`src/rtl/serial_front_pkg.sv`:
```
package serial_front_pkg;

  localparam int unsigned WORD_W     = 32;
  localparam int unsigned BYTE_W     = 8;
  localparam int unsigned WINDOW_END = 28;

  typedef enum logic [1:0] {
    RESP_OK       = 2'd0,
    RESP_MISALIGN = 2'd1,
    RESP_FAULT    = 2'd2
  } respCode_e;

  typedef enum logic [2:0] {
    SEL_TXDATA,
    SEL_RXDATA,
    SEL_TXCTRL,
    SEL_RXCTRL,
    SEL_ZERO,
    SEL_ONE
  } readSel_e;

  typedef struct packed {
    logic     txPush;
    logic     rxPop;
    logic     txEnable;
    logic     rxEnable;
    readSel_e readSel;
  } ctrlStrobes_t;

endpackage

```
`src/rtl/serial_front_fifo.sv`:
```
module serial_front_fifo #(
  parameter int unsigned DEPTH = 8,
  parameter int unsigned WIDTH = 8
) (
  input  logic             clk,
  input  logic             rstN,
  input  logic             pushReq,
  input  logic [WIDTH-1:0] pushData,
  input  logic             popReq,
  output logic [WIDTH-1:0] headData,
  output logic             isFull,
  output logic             isEmpty
);

  localparam int unsigned PTR_W = (DEPTH > 1) ? $clog2(DEPTH) : 1;
  localparam int unsigned CNT_W = $clog2(DEPTH + 1);

  logic [WIDTH-1:0] store [DEPTH];
  logic [PTR_W-1:0] headPtr, tailPtr;
  logic [CNT_W-1:0] fillCount;
  logic             doPush, doPop;

  function automatic logic [PTR_W-1:0] stepPtr(input logic [PTR_W-1:0] p);
    return (p == PTR_W'(DEPTH - 1)) ? '0 : p + PTR_W'(1);
  endfunction

  assign isFull   = (fillCount == CNT_W'(DEPTH));
  assign isEmpty  = (fillCount == '0);
  assign doPush   = pushReq && !isFull;
  assign doPop    = popReq && !isEmpty;
  assign headData = store[tailPtr];

  always_ff @(posedge clk or negedge rstN) begin
    if (!rstN) begin
      headPtr   <= '0;
      tailPtr   <= '0;
      fillCount <= '0;
    end else begin
      if (doPush) headPtr <= stepPtr(headPtr);
      if (doPop)  tailPtr <= stepPtr(tailPtr);
      case ({doPush, doPop})
        2'b10:   fillCount <= fillCount + CNT_W'(1);
        2'b01:   fillCount <= fillCount - CNT_W'(1);
        default: fillCount <= fillCount;
      endcase
    end
  end

  always_ff @(posedge clk) begin
    if (doPush) store[headPtr] <= pushData;
  end

  // a push into a full queue without a pop leaves it full
  assert_no_overflow_R11: assert property (@(posedge clk) disable iff (!rstN)
    (isFull && pushReq && !popReq) |=> isFull);

  // occupancy moves by at most one per cycle
  assert_count_step_R11: assert property (@(posedge clk) disable iff (!rstN)
    (fillCount != $past(fillCount)) |->
      (fillCount == $past(fillCount) + CNT_W'(1) ||
       fillCount == $past(fillCount) - CNT_W'(1)));

endmodule

```
`src/rtl/serial_front_ctrl.sv`:
```
module serial_front_ctrl
  import serial_front_pkg::*;
#(
  parameter int unsigned ADDR_W = 8
) (
  input  logic              clk,
  input  logic              rstN,
  input  logic              reqValid,
  input  logic              reqWrite,
  input  logic [ADDR_W-1:0] reqAddr,
  input  logic              ctrlBit,
  output ctrlStrobes_t      strobes,
  output respCode_e         rspErr
);

  logic       txEnQ, rxEnQ;
  logic       inWindow, aligned, hit;
  logic [2:0] regIdx;
  readSel_e   decodedSel;

  assign inWindow = (reqAddr < ADDR_W'(WINDOW_END));
  assign aligned  = (reqAddr[1:0] == 2'b00);
  assign regIdx   = reqAddr[4:2];

  always_comb begin
    if (!inWindow)     rspErr = RESP_FAULT;
    else if (!aligned) rspErr = RESP_MISALIGN;
    else               rspErr = RESP_OK;
  end

  assign hit = reqValid && (rspErr == RESP_OK);

  always_comb begin
    case (regIdx)
      3'd0:    decodedSel = SEL_TXDATA;
      3'd1:    decodedSel = SEL_RXDATA;
      3'd2:    decodedSel = SEL_TXCTRL;
      3'd3:    decodedSel = SEL_RXCTRL;
      3'd6:    decodedSel = SEL_ONE;
      default: decodedSel = SEL_ZERO;
    endcase
  end

  always_ff @(posedge clk or negedge rstN) begin
    if (!rstN) begin
      txEnQ <= 1'b0;
      rxEnQ <= 1'b0;
    end else if (hit && reqWrite) begin
      if (regIdx == 3'd2) txEnQ <= ctrlBit;
      if (regIdx == 3'd3) rxEnQ <= ctrlBit;
    end
  end

  always_comb begin
    strobes.txPush   = hit && reqWrite && (regIdx == 3'd0);
    strobes.rxPop    = hit && !reqWrite && (regIdx == 3'd1);
    strobes.txEnable = txEnQ;
    strobes.rxEnable = rxEnQ;
    strobes.readSel  = (rspErr == RESP_OK) ? decodedSel : SEL_ZERO;
  end

  // a good write to the transmit control word loads its bit 0
  assert_tx_enable_load_R5: assert property (@(posedge clk) disable iff (!rstN)
    (reqValid && reqWrite && reqAddr == ADDR_W'(8)) |=> (txEnQ == $past(ctrlBit)));

  // a rejected access never moves data
  assert_err_quiet_R9: assert property (@(posedge clk) disable iff (!rstN)
    (reqValid && rspErr != RESP_OK) |-> (!strobes.txPush && !strobes.rxPop));

endmodule

```
`src/rtl/serial_front_datapath.sv`:
```
module serial_front_datapath
  import serial_front_pkg::*;
#(
  parameter int unsigned DEPTH = 8
) (
  input  logic              clk,
  input  logic              rstN,
  input  ctrlStrobes_t      strobes,
  input  logic [BYTE_W-1:0] wrByte,
  output logic [WORD_W-1:0] rspRdata,
  output logic              txValid,
  output logic [BYTE_W-1:0] txData,
  input  logic              txReady,
  input  logic              rxValid,
  input  logic [BYTE_W-1:0] rxData,
  output logic              rxReady
);

  localparam logic [WORD_W-1:0] FLAG_WORD = WORD_W'(1) << (WORD_W - 1);

  logic              txFull, txEmpty, rxFull, rxEmpty;
  logic [BYTE_W-1:0] rxHead;

  assign txValid = strobes.txEnable && !txEmpty;
  assign rxReady = strobes.rxEnable && !rxFull;

  serial_front_fifo #(.DEPTH(DEPTH), .WIDTH(BYTE_W)) txQueue (
    .clk      (clk),
    .rstN     (rstN),
    .pushReq  (strobes.txPush),
    .pushData (wrByte),
    .popReq   (txValid && txReady),
    .headData (txData),
    .isFull   (txFull),
    .isEmpty  (txEmpty)
  );

  serial_front_fifo #(.DEPTH(DEPTH), .WIDTH(BYTE_W)) rxQueue (
    .clk      (clk),
    .rstN     (rstN),
    .pushReq  (rxValid && rxReady),
    .pushData (rxData),
    .popReq   (strobes.rxPop),
    .headData (rxHead),
    .isFull   (rxFull),
    .isEmpty  (rxEmpty)
  );

  always_comb begin
    case (strobes.readSel)
      SEL_TXDATA: rspRdata = txFull ? FLAG_WORD : '0;
      SEL_RXDATA: rspRdata = rxEmpty ? FLAG_WORD : WORD_W'(rxHead);
      SEL_TXCTRL: rspRdata = WORD_W'(strobes.txEnable);
      SEL_RXCTRL: rspRdata = WORD_W'(strobes.rxEnable);
      SEL_ONE:    rspRdata = WORD_W'(1);
      default:    rspRdata = '0;
    endcase
  end

  // outgoing byte offered only while transmit is enabled
  assert_tx_gate_R6: assert property (@(posedge clk) disable iff (!rstN)
    txValid |-> strobes.txEnable);

  // a waiting outgoing byte holds still
  assert_tx_hold_R6: assert property (@(posedge clk) disable iff (!rstN)
    (txValid && !txReady) |=> $stable(txData));

  // incoming bytes accepted only while receive is enabled
  assert_rx_gate_R7: assert property (@(posedge clk) disable iff (!rstN)
    rxReady |-> strobes.rxEnable);

  // popping an empty receive queue reports the empty flag
  assert_empty_pop_R4: assert property (@(posedge clk) disable iff (!rstN)
    (strobes.rxPop && rxEmpty) |-> (rspRdata == FLAG_WORD));

endmodule

```
`src/rtl/serial_reg_front.sv`:
```
module serial_reg_front
  import serial_front_pkg::*;
#(
  parameter int unsigned ADDR_W = 8,
  parameter int unsigned DEPTH  = 8
) (
  input  logic              clk,
  input  logic              rstN,
  input  logic              reqValid,
  input  logic              reqWrite,
  input  logic [ADDR_W-1:0] reqAddr,
  input  logic [31:0]       reqWdata,
  output logic [31:0]       rspRdata,
  output logic [1:0]        rspErr,
  output logic              txValid,
  output logic [7:0]        txData,
  input  logic              txReady,
  input  logic              rxValid,
  input  logic [7:0]        rxData,
  output logic              rxReady
);

  ctrlStrobes_t strobes;
  respCode_e    respCode;
  logic         unusedWdataBits;

  assign unusedWdataBits = ^reqWdata[31:8];
  assign rspErr          = respCode;

  serial_front_ctrl #(.ADDR_W(ADDR_W)) ctrl (
    .clk      (clk),
    .rstN     (rstN),
    .reqValid (reqValid),
    .reqWrite (reqWrite),
    .reqAddr  (reqAddr),
    .ctrlBit  (reqWdata[0]),
    .strobes  (strobes),
    .rspErr   (respCode)
  );

  serial_front_datapath #(.DEPTH(DEPTH)) datapath (
    .clk      (clk),
    .rstN     (rstN),
    .strobes  (strobes),
    .wrByte   (reqWdata[7:0]),
    .rspRdata (rspRdata),
    .txValid  (txValid),
    .txData   (txData),
    .txReady  (txReady),
    .rxValid  (rxValid),
    .rxData   (rxData),
    .rxReady  (rxReady)
  );

endmodule

```
`config.mk`:
```
export PLATFORM = sky130hd
export DESIGN_NAME = serial_reg_front
export DESIGN_NICKNAME = d
export VERILOG_FILES = /design/src/rtl/serial_front_pkg.sv /design/src/rtl/serial_front_fifo.sv /design/src/rtl/serial_front_ctrl.sv /design/src/rtl/serial_front_datapath.sv /design/src/rtl/serial_reg_front.sv
export SDC_FILE = /design/constraint.sdc
export NUM_CORES = 1
export LEC_CHECK = 0
export ABC_AREA = 1
export BUFFER_PORTS_ARGS = -buffer_cell sky130_fd_sc_hd__buf_4
export CAP_MARGIN = 20
export CORE_ASPECT_RATIO = 0.5
export CORE_MARGIN = 8
export CORE_UTILIZATION = 45
export CTS_CLUSTER_DIAMETER = 80
export DETAILED_ROUTE_END_ITERATION = 10
export PLACE_DENSITY = 0.76
export SETUP_SLACK_MARGIN = 0.1
export SLEW_MARGIN = 20
export SYNTH_ARGS = -nofsm -noshare
export SYNTH_HDL_FRONTEND = slang
export SYNTH_SLANG_ARGS = --single-unit
```
`constraint.sdc`:
```
create_clock -name clk -period 1.95 [get_ports clk]
set_input_delay 0.39 -clock clk [delete_from_list [all_inputs] [get_ports clk]]
set_output_delay 0.39 -clock clk [all_outputs]
set_load 0.1 [all_outputs]
```
Word-level counts from Yosys, hierarchy flattened
Memory sizes are Yosys's and may differ from the RTL's.
Cells that the tools add are included.
Storage, ports and cells
  memories: 2
  bits in writable memories: 128
  logic and storage cells: 82
  output and inout bits: 44
  input port bits: 54
  register bits: 22
Operators by class
  order comparisons: 1
  eq/ne operators: 18
  reductions and logical operators: 28
  muxes and demuxes: 17
  $add $sub $neg: 8
Memory list
  datapath.rxQueue.store: depth 8, width 8, rd ports 1, clocked after Yosys merged registers in 0, write ports 1, RTL line serial_front_fifo.sv:18  | logic [WIDTH-1:0] store [DEPTH];
  datapath.txQueue.store: depth 8, width 8, rd ports 1, clocked after Yosys merged registers in 0, write ports 1, RTL line serial_front_fifo.sv:18
Operator list (count)
  case mux 32 bit (5 select lines): 1
  2-to-1 mux 32 bit: 2
  equality test 3 bit, second input constant: 6
  case mux 4 bit (2 select lines): 2
  2-to-1 mux 3 bit: 5
  case mux 3 bit (5 select lines): 1
  logical AND 1 bit: 13
  adder 3 x 1 -> 3 bit, second input constant: 4
  equality test 3 x 2 -> 1 bit, second input constant: 4
  adder 4 x 1 -> 4 bit, second input constant: 2
  equality test 4 bit, second input constant: 2
  zero test 4 bit: 2
  less-than comparator 8 x 5 -> 1 bit, second input constant: 1
  subtractor 4 x 1 -> 4 bit, second input constant: 2
  equality test 3 x 1 -> 1 bit, second input constant: 2
  zero test 3 bit: 2
  zero test 1 bit: 5
  2-to-1 mux 1 bit: 5
  equality test 2 x 1 -> 1 bit, second input constant: 2
  equality test 2 bit, second input constant: 2
  zero test 2 bit: 2
  AND reduction 2 bit: 2
  nonzero test 2 bit: 2
  2-to-1 mux 2 bit: 1

Logic depth before layout (Yosys ltp)
Gate-level depths: netlist of run 1.
  word-level depth: 10
  gate-level depth with buffers: 13

Modules after synthesis
From an unflattened synthesis of run 1, not the netlist that was laid out.
Unflattened totals
  cell total of the unflattened synthesis: 829
  area, all modules: 7483.4 sq um
By module, submodules not included
  serial_front_fifo (datapath.rxQueue): area an instance 3432.0 sq um, sequential area each 2172.1 sq um, instances 1, cells each 365
  serial_front_fifo (datapath.txQueue): area an instance 3427.0 sq um, sequential area each 2172.1 sq um, instances 1, cells each 364
  serial_front_datapath: area an instance 345.3 sq um, sequential area each 0.0 sq um, instances 1, cells each 61
  serial_front_ctrl: area an instance 279.0 sq um, sequential area each 50.0 sq um, instances 1, cells each 39

Worst setup path before layout of run 1
Ideal clock, no wire load.
  path kind: flip-flop to flip-flop
  from: register datapath.txQueue.fillCount[3]
  to: register datapath.txQueue.fillCount[3]
  arrival: 3.332 ns
  slack: -1.503 ns
  path buffers: 0
  library setup time: 0.121 ns
  stages on the path, launching flop included: 13
  cells stage by stage: dfrtp_1 nor2_1 a21oi_1 nand2_1 inv_2 ha_1 ha_1 nand2_1 nand2_1 nor2_1 nor2_1 o21bai_1 nand2_1
On the way
  word-level cells in the longest chain between the ends: 7
RTL lines
  start, declared: RTL line serial_front_fifo.sv:20  | logic [CNT_W-1:0] fillCount;
  start signal, assigned: RTL line serial_front_fifo.sv:42  | 2'b10: fillCount <= fillCount + CNT_W'(1);
  start signal, assigned: RTL line serial_front_fifo.sv:43  | 2'b01: fillCount <= fillCount - CNT_W'(1);
  start signal, assigned: RTL line serial_front_fifo.sv:44  | default: fillCount <= fillCount;
  zero test 4 bit *: RTL line serial_front_fifo.sv:28  | assign isEmpty = (fillCount == '0);
  zero test 1 bit *: RTL line serial_front_datapath.sv:24  | assign txValid = strobes.txEnable && !txEmpty;
  logical AND 1 bit *: RTL line serial_front_datapath.sv:24
  net txValid: RTL line serial_reg_front.sv:15  | output logic txValid,
  logical AND 1 bit *: RTL line serial_front_datapath.sv:32  | .popReq (txValid && txReady),
  logical AND 1 bit *: RTL line serial_front_fifo.sv:30  | assign doPop = popReq && !isEmpty;
  net datapath.txQueue.doPop: RTL line serial_front_fifo.sv:21  | logic doPush, doPop;
  equality test 2 x 1 -> 1 bit or equality test 2 bit (tied branches): RTL line serial_front_fifo.sv:41  | case ({doPush, doPop})
  case mux 4 bit (2 select lines) or nonzero test 2 bit (tied branches)
Mark *: on every way through the listed nets, which the timed path passes. The rest lies on a longest branch.
A chain may end at the register's enable or synchronous reset.

Final worst setup path of run 1
  from: register datapath.txQueue.tailPtr[0]
  to: output txData[4]
On the way
  word-level cells in the longest chain between the ends: 1
RTL lines
  start, declared: RTL line serial_front_fifo.sv:19  | logic [PTR_W-1:0] headPtr, tailPtr;
  start signal, assigned: RTL line serial_front_fifo.sv:40  | if (doPop) tailPtr <= stepPtr(tailPtr);
  memory read (8 x 8 bit)
  end, declared: RTL line serial_reg_front.sv:16  | output logic [7:0] txData,
No other way between the ends.

==> summary.json, run 1 <==
{
  "outcome": {
    "run_status": "finished with violations",
    "violations_in_the_final_reports": "negative setup slack"
  },
  "run": {
    "timing.max_cap.violations": 0
  },
  "floorplanning": {
    "ioPinCount": 98,
    "dieArea_um2": 19660,
    "fp-row-count": 32,
    "die_h_um": 103.2,
    "dieWidth_um": 190.4,
    "core-area_um2": 15130,
    "initial_core_util_pct": 45.24
  },
  "logic_synthesis": {
    "synth-simple-area-share_pct": 19.01,
    "synth_compound_gate_area_share_pct": 6.853,
    "synth.yosys.seq_area_share_pct": 64.18,
    "arithmetic_cell_share_of_the_synthesized_area_counting_full_adders_half_adders_and_majority_gates_pct": 3.143,
    "syn_inst": 635,
    "synth_largest_area_cell": "edfxtp_1",
    "syn-mean-instance-area_um2": 10.78,
    "xor_xnor_fraction_of_synth_area_pct": 0.7675,
    "synth_top_family_by_area": "simple AND/OR/NAND/NOR gates",
    "post_synth_instance_area_um2": 6847,
    "synth.top_cells.by_area": "edfxtp_1 (56%), dfrtp_1 (8.0%), nand2_1 (6.4%)",
    "ys.warnings.count": 0,
    "synth-seq-cells": 150,
    "netlist.area_leader.share_pct": 56.14,
    "synth_cell_type_count": 36,
    "muxShareOfSynthArea_pct": 0
  },
  "worst_setup_path": {
    "worst_ep_arrival_time_ns": 1.90,
    "crit_path_top_delay_cell": "dfrtp_2",
    "path_max_fanout": 8,
    "rr_worst_depth": 13,
    "critical-path-top-cell-by-count": "o21ai_1",
    "timing.critical_path.from_type": "flop",
    "cp.buffers_inverters": 2,
    "timing.rr.end": "datapath.txQueue.fillCount[3]",
    "type_of_destination_of_the_critical_path": "output pin",
    "r2r_start": "datapath.txQueue.fillCount[1]",
    "critical-path-max-stage-delay_ns": 0.51,
    "path_class": "flop to output pin",
    "worstPathCellList": "buf_6 -> nor2_2 -> nor2_1 -> o21ai_1 -> o21ai_1 -> nand2_1 -> nand2_2 -> buf_12",
    "crit_required_ns": 1.56,
    "timing.reg2reg.setup_slack_ns": -0.09,
    "path_delay_family": "flip-flops"
  },
  "power_and_ir_drop": {
    "max-vdd-ir-drop_mv": 0.6325,
    "seqPwrFrac_pct": 45.2,
    "combPwrFrac_pct": 10.5,
    "power.switching_fraction_pct": 24.78,
    "pwr_density_cell_nw_per_um2": 832.4,
    "power.share.clock_pct": 44.4,
    "power.net_switching_w": 0.001953,
    "leakagePower_nw": 3.657,
    "internal_power_w": 0.005928
  },
  "cells_and_area": {
    "layout.nets": 835,
    "drive_above_1_share_pct": 37.02,
    "num_antenna_cells": 0,
    "finish.cell_count_without_fillers": 982,
    "design_area_um2": 9468,
    "final_util_pct": 62.56,
    "synthToLayoutAreaGrowth_pct": 38.29
  },
  "cts": {
    "clk-insertion-delay-late_ns": 0.42,
    "cts-root-buf": "clkbuf_16",
    "cts_max_path_buffers": 2,
    "clock_pin_slew_on_the_worst_setup_and_hold_paths_ns": 0.07,
    "cts.htree.levels": 4,
    "cts_sinks": 150,
    "tritoncts_clock_tree": "yes",
    "tritoncts.num_buffers": 17
  },
  "sta": {
    "setup_slack_ns": -0.3357,
    "final_layout_setup_total_negative_slack_ns": -3.884,
    "report.final.hold_viol_count": 0,
    "grt_setup_unrepaired": "true",
    "timing.final.crit_share_pct": 117.2,
    "fin_skew_ns": 0.009419,
    "finalMaxSlewViolations": 0,
    "hold_ws_ns": 0.2011,
    "clock.fmax_mhz": 437.5,
    "finalSetupViolCount": 21,
    "final_period_minus_worst_setup_slack_ns": 2.286
  },
  "routing": {
    "antenna_left": 0,
    "number_of_search_and_repair_iterations_in_the_first_detailed_routing_pass": 5,
    "drc_errors": 0,
    "route.vias.total": 5314,
    "via_per_inst": 5.411,
    "detail_routed_net_length_per_standard_cell_um": 20.12,
    "drt_wl_total_mm": 19.75,
    "initialDrtViolationCount": 663
  },
  "placement": {
    "post-place-cells": 928,
    "dp.final_hpwl_mm": 11.44,
    "gpl.final_weighted_congestion": 0.8688,
    "dpl-instance-area_um2": 8008,
    "portBuffers": 50
  },
  "hold_path": {
    "min-delay-path-class": "input pin to flop",
    "worstHoldStart": "reqWdata[2]",
    "min_path_cells": 1,
    "hold-path-endpoint": "datapath.txQueue.store[2][2]"
  },
  "global_routing": {
    "total_global_route_track_usage_pct": 18.76,
    "globalRoute.totalOverflow": 0,
    "largest_net_degree_at_the_start_of_global_routing": 35,
    "first_pass_grt_wire_length_mm": 27.95,
    "first_global_vias": 5090,
    "antenna_found_initial": 0
  }
}
area by class of cell:
type | count | area, µm²
clock buffers | 18 | 429.2
clock inverters | 14 | 197.7
fillers | 1023 | 5667
inverters | 33 | 133.9
multi-input cells | 428 | 2623
flip-flops and latches | 150 | 4398
well taps | 204 | 255.2
repair buffers | 135 | 1431
worst max-delay path by stage:
stage                                  startpoint                       endpoint  slack, ns  depth (start not counted)
finish                datapath.txQueue.tailPtr[0]                      txData[4]      -0.34                          8
global route          datapath.txQueue.tailPtr[0]                      txData[4]      -0.46                          8
CTS                   datapath.rxQueue.tailPtr[0]                    rspRdata[6]      -0.23                          7
detailed placement                     reqAddr[6]  datapath.rxQueue.fillCount[3]      -0.36                         14
global placement                       reqAddr[6]  datapath.rxQueue.fillCount[3]      -0.32                         14
floorplan           datapath.txQueue.fillCount[1]  datapath.txQueue.fillCount[3]      -0.29                         12
cell families (layout without fill, tap and decap cells):
| family | after synthesis | in the layout |
|---|---|---|
| flops | 150 | 150 |
| compound gates | 87 | 87 |
| buf+inv | 79 | 200 |
| fa+ha+maj | 16 | 16 |
| xor+xnor | 6 | 6 |
| simple gates | 296 | 296 |
| other cells | 1 | 23 |
stage by stage:
step           worst slack (ns)  power (W)
6_report                -0.3357   0.007881
5_1_grt                 -0.4590   0.008083
4_1_cts                 -0.2321   0.007833
3_5_place_dp            -0.3623   0.004309
3_3_place_gp            -0.3217   0.004280
2_1_floorplan           -0.2879   0.004120
worst register-to-register path, stage by stage, from the launching register on:
cell and delay [ns]:
dfrtp_1 0.40, nor2_4 0.07, buf_6 0.13, a21oi_4 0.20, nand2_2 0.12, inv_4 0.08
ha_4 0.18, ha_4 0.22, nand2_1 0.07, nand2_1 0.06, nor2_2 0.15, nor2_1 0.07
o21bai_1 0.14, nand2_1 0.06
cell usage in the layout (no fill, tap or decap), types with 3 or more instances in the layout:
cell       count
nand2_2       21
bufinv_16      4
o21ai_2        6
inv_2          6
nor2_1        77
o21ai_1       37
buf_6          8
ha_4           6
dfrtp_1       19
nand3_1       16
edfxtp_1     128
buf_12        27
nor2_4        10
dfrtp_2        3
a21oi_4        6
nor2_2        23
o21ai_0       28
nand3_4        4
xor2_1         4
conb_1        23
nand3_2       26
inv_6          4
nand2_1       97
ha_1           8
nor3_1        11
buf_4         96
clkbuf_16     17
clkinv_4       4
inv_1         23
o211ai_1       4
per-layer routing:
| metal | share of wire, % | vias to the layer above | wire length (µm) | global-route usage, % |
|---|---|---|---|---|
| met5 | 0 | - | 0 | 0 |
| met4 | 3.0 | 0 | 601 | 7.879 |
| met3 | 10 | 54 | 1982 | 3.581 |
| met2 | 48 | 322 | 9455 | 30.85 |
| met1 | 39 | 2546 | 7714 | 24.41 |
| li1 | - | 2392 | - | - |
state kept, by name, indices dropped and copies added, names as in the netlist, 3 cells and up:
register                    flops
datapath.rxQueue.fillCount      4
datapath.rxQueue.tailPtr        3
datapath.txQueue.store         64
datapath.txQueue.tailPtr        3
datapath.rxQueue.store         64
datapath.txQueue.fillCount      4
datapath.txQueue.headPtr        3
datapath.rxQueue.headPtr        3
cells in the mapped netlist, drive strengths merged:
| cell | count |
|---|---|
| a21oi | 8 |
| a31oi | 1 |
| and2 | 4 |
| buf | 40 |
| clkbuf | 6 |
| clkinv | 1 |
| conb | 1 |
| dfrtp | 22 |
| edfxtp | 128 |
| fa | 2 |
| ha | 14 |
| inv | 32 |
| nand2 | 119 |
| nand3 | 46 |
| nand3b | 1 |
| nand4 | 3 |
| nor2 | 111 |
| nor3 | 12 |
| o211ai | 4 |
| o21a | 1 |
| o21ai | 71 |
| o21bai | 2 |
| xnor2 | 2 |
| xor2 | 4 |
power groups by stage:
stage / clock (W) / combinational (W) / sequential (W)
floorplan: 0 / 0.000504 / 0.00362
global placement: 0 / 0.000664 / 0.00362
detailed placement: 0 / 0.000688 / 0.00362
CTS: 0.00350 / 0.000778 / 0.00355
global route: 0.00364 / 0.000875 / 0.00356
finish: 0.00350 / 0.000824 / 0.00356
repair_timing:
item                                    in CTS  in global routing
setup buffers                               12                  7
pin swaps                                   34                 29
endpoints found under the setup margin      22                 25
cloned                                       2                  0
hold buffers                                 1                  0
hold endpoints to repair                    22                  0
gates resized for setup                    136                 43
No activity file was read; power rests on OpenSTA's default activity.
==> run 2, diff against run 1 <==
REMOVE_ABC_BUFFERS = 1   (was not set)
==> summary.json, run 2 (synthesized netlist as in run 1, its figures left out) <==
{
  "placement": {
    "dpl-instance-area": {"value": 7846, "unit": "µm²", "change": "-2.0%"},
    "dp.final_hpwl": {"value": 10.81, "unit": "mm", "change": "-5.5%"},
    "post-place-cells": {"value": 933, "change": "+0.54%"},
    "portBuffers": {"value": 50, "change": "unchanged"},
    "dp_slack": {"value": -0.3651, "unit": "ns", "change": "-0.002830 ns"},
    "gpl.final_weighted_congestion": {"value": 0.8424, "change": "-3.0%"}
  },
  "sta": {
    "final_period_minus_worst_setup_slack": {"value": 2.230, "unit": "ns", "change": "-0.05526 ns"},
    "finalMaxSlewViolations": {"value": 0, "change": "unchanged"},
    "clock.fmax": {"value": 448.3, "unit": "MHz", "change": "+2.5%"},
    "report.final.hold_viol_count": {"value": 0, "change": "unchanged"},
    "setup_slack": {"value": -0.2804, "unit": "ns", "change": "+0.05526 ns"},
    "fin_skew": {"value": 0.01252, "unit": "ns", "change": "+0.003106 ns"},
    "timing.final.crit_share": {"value": 114.4, "unit": "%", "change": "-2.8 points"},
    "final_layout_setup_total_negative_slack": {"value": -3.834, "unit": "ns", "change": "+0.04958 ns"},
    "grt_setup_unrepaired": "true",
    "finalSetupViolCount": {"value": 18, "change": "-14%"}
  },
  "floorplanning": {
    "dieWidth": {"value": 190.4, "unit": "µm", "change": "unchanged"},
    "core-area": {"value": 15130, "unit": "µm²", "change": "unchanged"},
    "die_h": {"value": 103.2, "unit": "µm", "change": "unchanged"},
    "fp-row-count": {"value": 32, "change": "unchanged"},
    "initial_core_util": {"value": 45.24, "unit": "%", "change": "unchanged"},
    "ioPinCount": {"value": 98, "change": "unchanged"},
    "dieArea": {"value": 19660, "unit": "µm²", "change": "unchanged"}
  },
  "power_and_ir_drop": {
    "combPwrFrac": {"value": 10.9, "unit": "%", "change": "+0.4 points"},
    "power.switching_fraction": {"value": 26.77, "unit": "%", "change": "+2.0 points"},
    "leakagePower": {"value": 3.686, "unit": "nW", "change": "+0.81%"},
    "pwr_density_cell": {"value": 789.1, "unit": "nW/µm²", "change": "-5.2%"},
    "seqPwrFrac": {"value": 47.6, "unit": "%", "change": "+2.4 points"},
    "max-vdd-ir-drop": {"value": 0.6577, "unit": "mV", "change": "+4.0%"},
    "power.net_switching": {"value": 0.001998, "unit": "W", "change": "+2.3%"},
    "internal_power": {"value": 0.005465, "unit": "W", "change": "-7.8%"},
    "power.share.clock": {"value": 41.5, "unit": "%", "change": "-2.9 points"}
  },
  "outcome": {
    "violations_in_the_final_reports": "negative setup slack",
    "run_status": "finished with violations"
  },
  "global_routing": {
    "antenna_found_initial": {"value": 0, "change": "unchanged"},
    "largest_net_degree_at_the_start_of_global_routing": {"value": 35, "change": "unchanged"},
    "first_pass_grt_wire_length": {"value": 25.79, "unit": "mm", "change": "-7.7%"},
    "globalRoute.totalOverflow": {"value": 0, "change": "unchanged"},
    "total_global_route_track_usage": {"value": 17.14, "unit": "%", "change": "-1.6 points"},
    "first_global_vias": {"value": 4818, "change": "-5.3%"}
  },
  "cells_and_area": {
    "final_common_cell": "edfxtp_1",
    "num_antenna_cells": {"value": 0, "change": "unchanged"},
    "design_area": {"value": 9458, "unit": "µm²", "change": "-0.11%"},
    "synthToLayoutAreaGrowth_pct": 38.14,
    "mostFrequentLayoutCells": "edfxtp_1 (128), nand2_1 (106), buf_4 (94)",
    "finish.cell_count_without_fillers": {"value": 988, "change": "+0.61%"},
    "layout.nets": {"value": 841, "change": "+0.72%"},
    "fillCellCount": {"value": 1106, "change": "+8.1%"},
    "drive_above_1_share": {"value": 37.63, "unit": "%", "change": "+0.61 points"},
    "final_util": {"value": 62.49, "unit": "%", "change": "-0.066 points"},
    "biggestRegsByFlops": "datapath.rxQueue.store: 64 flops, datapath.txQueue.store: 64 flops"
  },
  "routing": {
    "route.vias.total": {"value": 5046, "change": "-5.0%"},
    "antenna_left": {"value": 0, "change": "unchanged"},
    "detail_routed_net_length_per_standard_cell": {"value": 17.25, "unit": "µm", "change": "-14%"},
    "via_per_inst": {"value": 5.107, "change": "-5.6%"},
    "drt_wl_total": {"value": 17.04, "unit": "mm", "change": "-14%"},
    "initialDrtViolationCount": {"value": 357, "change": "-46%"},
    "drc_errors": {"value": 0, "change": "unchanged"},
    "number_of_search_and_repair_iterations_in_the_first_detailed_routing_pass": {"value": 5, "change": "unchanged"}
  },
  "cts": {
    "cts-root-buf": "clkbuf_16",
    "cts_max_path_buffers": {"value": 2, "change": "unchanged"},
    "cts_sinks": {"value": 150, "change": "unchanged"},
    "clk-insertion-delay-late": {"value": 0.42, "unit": "ns", "change": "about the same"},
    "cts.htree.levels": {"value": 4, "change": "unchanged"},
    "tritoncts.num_buffers": {"value": 17, "change": "unchanged"},
    "tritoncts_clock_tree": "yes",
    "clock_pin_slew_on_the_worst_setup_and_hold_paths": {"value": 0.07, "unit": "ns", "change": "about the same"}
  },
  "worst_setup_path": {
    "crit_required": {"value": 1.56, "unit": "ns", "change": "about the same"},
    "critical-path-max-stage-delay": {"value": 0.49, "unit": "ns", "change": "-0.02 ns"},
    "path_max_fanout": {"value": 12, "change": "+4"},
    "worstPathCellList": "inv_4 -> buf_12 -> nor2_1 -> o211ai_1 -> nand2_1 -> nor2_1 -> buf_6",
    "path_class": "flop to output pin",
    "type_of_destination_of_the_critical_path": "output pin",
    "critical-path-top-cell-by-count": "nor2_1",
    "crit_path_top_delay_cell": "dfrtp_2",
    "timing.critical_path.from_type": "flop",
    "worst_ep_arrival_time": {"value": 1.84, "unit": "ns", "change": "-0.06 ns"}
  },
  "run": {
    "timing.max_cap.violations": {"value": 0, "change": "unchanged"}
  },
  "hold_path": {
    "min-delay-path-class": "input pin to flop"
  }
}
-- run 2: changes by cell type in the layout (fill, tap and decap cells not counted), sizes merged --
cell	delta
buf	+5
bufinv	-4
inv	+4
clkinv	+1
-- run 2: worst paths after layout --
| kind | start | to | slack (ns) | cells past startpoint |
|---|---|---|---|---|
| worst max-delay path | datapath.rxQueue.tailPtr[0] | rspRdata[2] | -0.28 | 7 |
| worst min-delay path | rxData[5] | datapath.rxQueue.store[0][5] | 0.21 | 1 |
| worst max register to register | datapath.txQueue.fillCount[1] | datapath.txQueue.fillCount[3] | -0.06 | 13 |
| worst min register to register | ctrl.txEnQ | ctrl.txEnQ | 0.54 | 2 |
| max in group asynchronous | rstN | datapath.txQueue.tailPtr[0] | 1.27 | 2 |
| min in group asynchronous | rstN | datapath.rxQueue.fillCount[3] | 0.42 | 2 |
-- run 2: timing repair --
| item | CTS | global route |
|---|---|---|
| hold endpoints to repair | 22 | 0 |
| resized for setup | 140 | 100 |
| cloned | 5 | 1 |
| hold buffers | 1 | 0 |
| buffers inserted | 11 | 6 |
| setup endpoints to repair | 24 | 31 |
| pin swaps | 23 | 52 |
-- run 2: area by class of cell --
cell class / count / area, µm² / area share, %
inverters: 33 / 128.9 / 1.363
flip-flops and latches: 150 / 4397 / 46.49
repair buffers: 141 / 1513 / 15.99
clock inverters: 15 / 138.9 / 1.468
well taps: 204 / 255.2 / 2.699
multi-input cells: 428 / 2600 / 27.49
clock buffers: 17 / 425.4 / 4.498
-- run 2: critical path: cells and delay by family (launching register included) --
kind,cells,cell delay (ns)
DFF,1,0.49
AOI/OAI and AO/OA,1,0.20
and+or+nand+nor,3,0.25
buffers and inverters,3,0.48
-- run 2: power groups by stage --
stage	sequential, W	clock (W)	combinational (W)
global route	0.00356	0.00327	0.000868
floorplan	0.00362	0	0.000439
CTS	0.00355	0.00313	0.000758
finish	0.00355	0.00310	0.000814
detailed placement	0.00362	0	0.000674
global placement	0.00362	0	0.000664
-- run 2: through the flow --
stage	hold WS, ns	total power [W]
floorplan	0.09441	0.004060
global placement	0.3015	0.004280
detailed placement	0.2978	0.004292
CTS	0.1890	0.007435
global route	0.1919	0.007697
finish	0.2052	0.007463
-- run 2: metal layers --
layer	vias to the layer above	track usage, %	wire, µm
met2	190	26.26	7650
li1	2411	-	-
met5	-	0	0
met4	0	4.384	205
met3	21	4.083	1499
met1	2424	24.31	7689
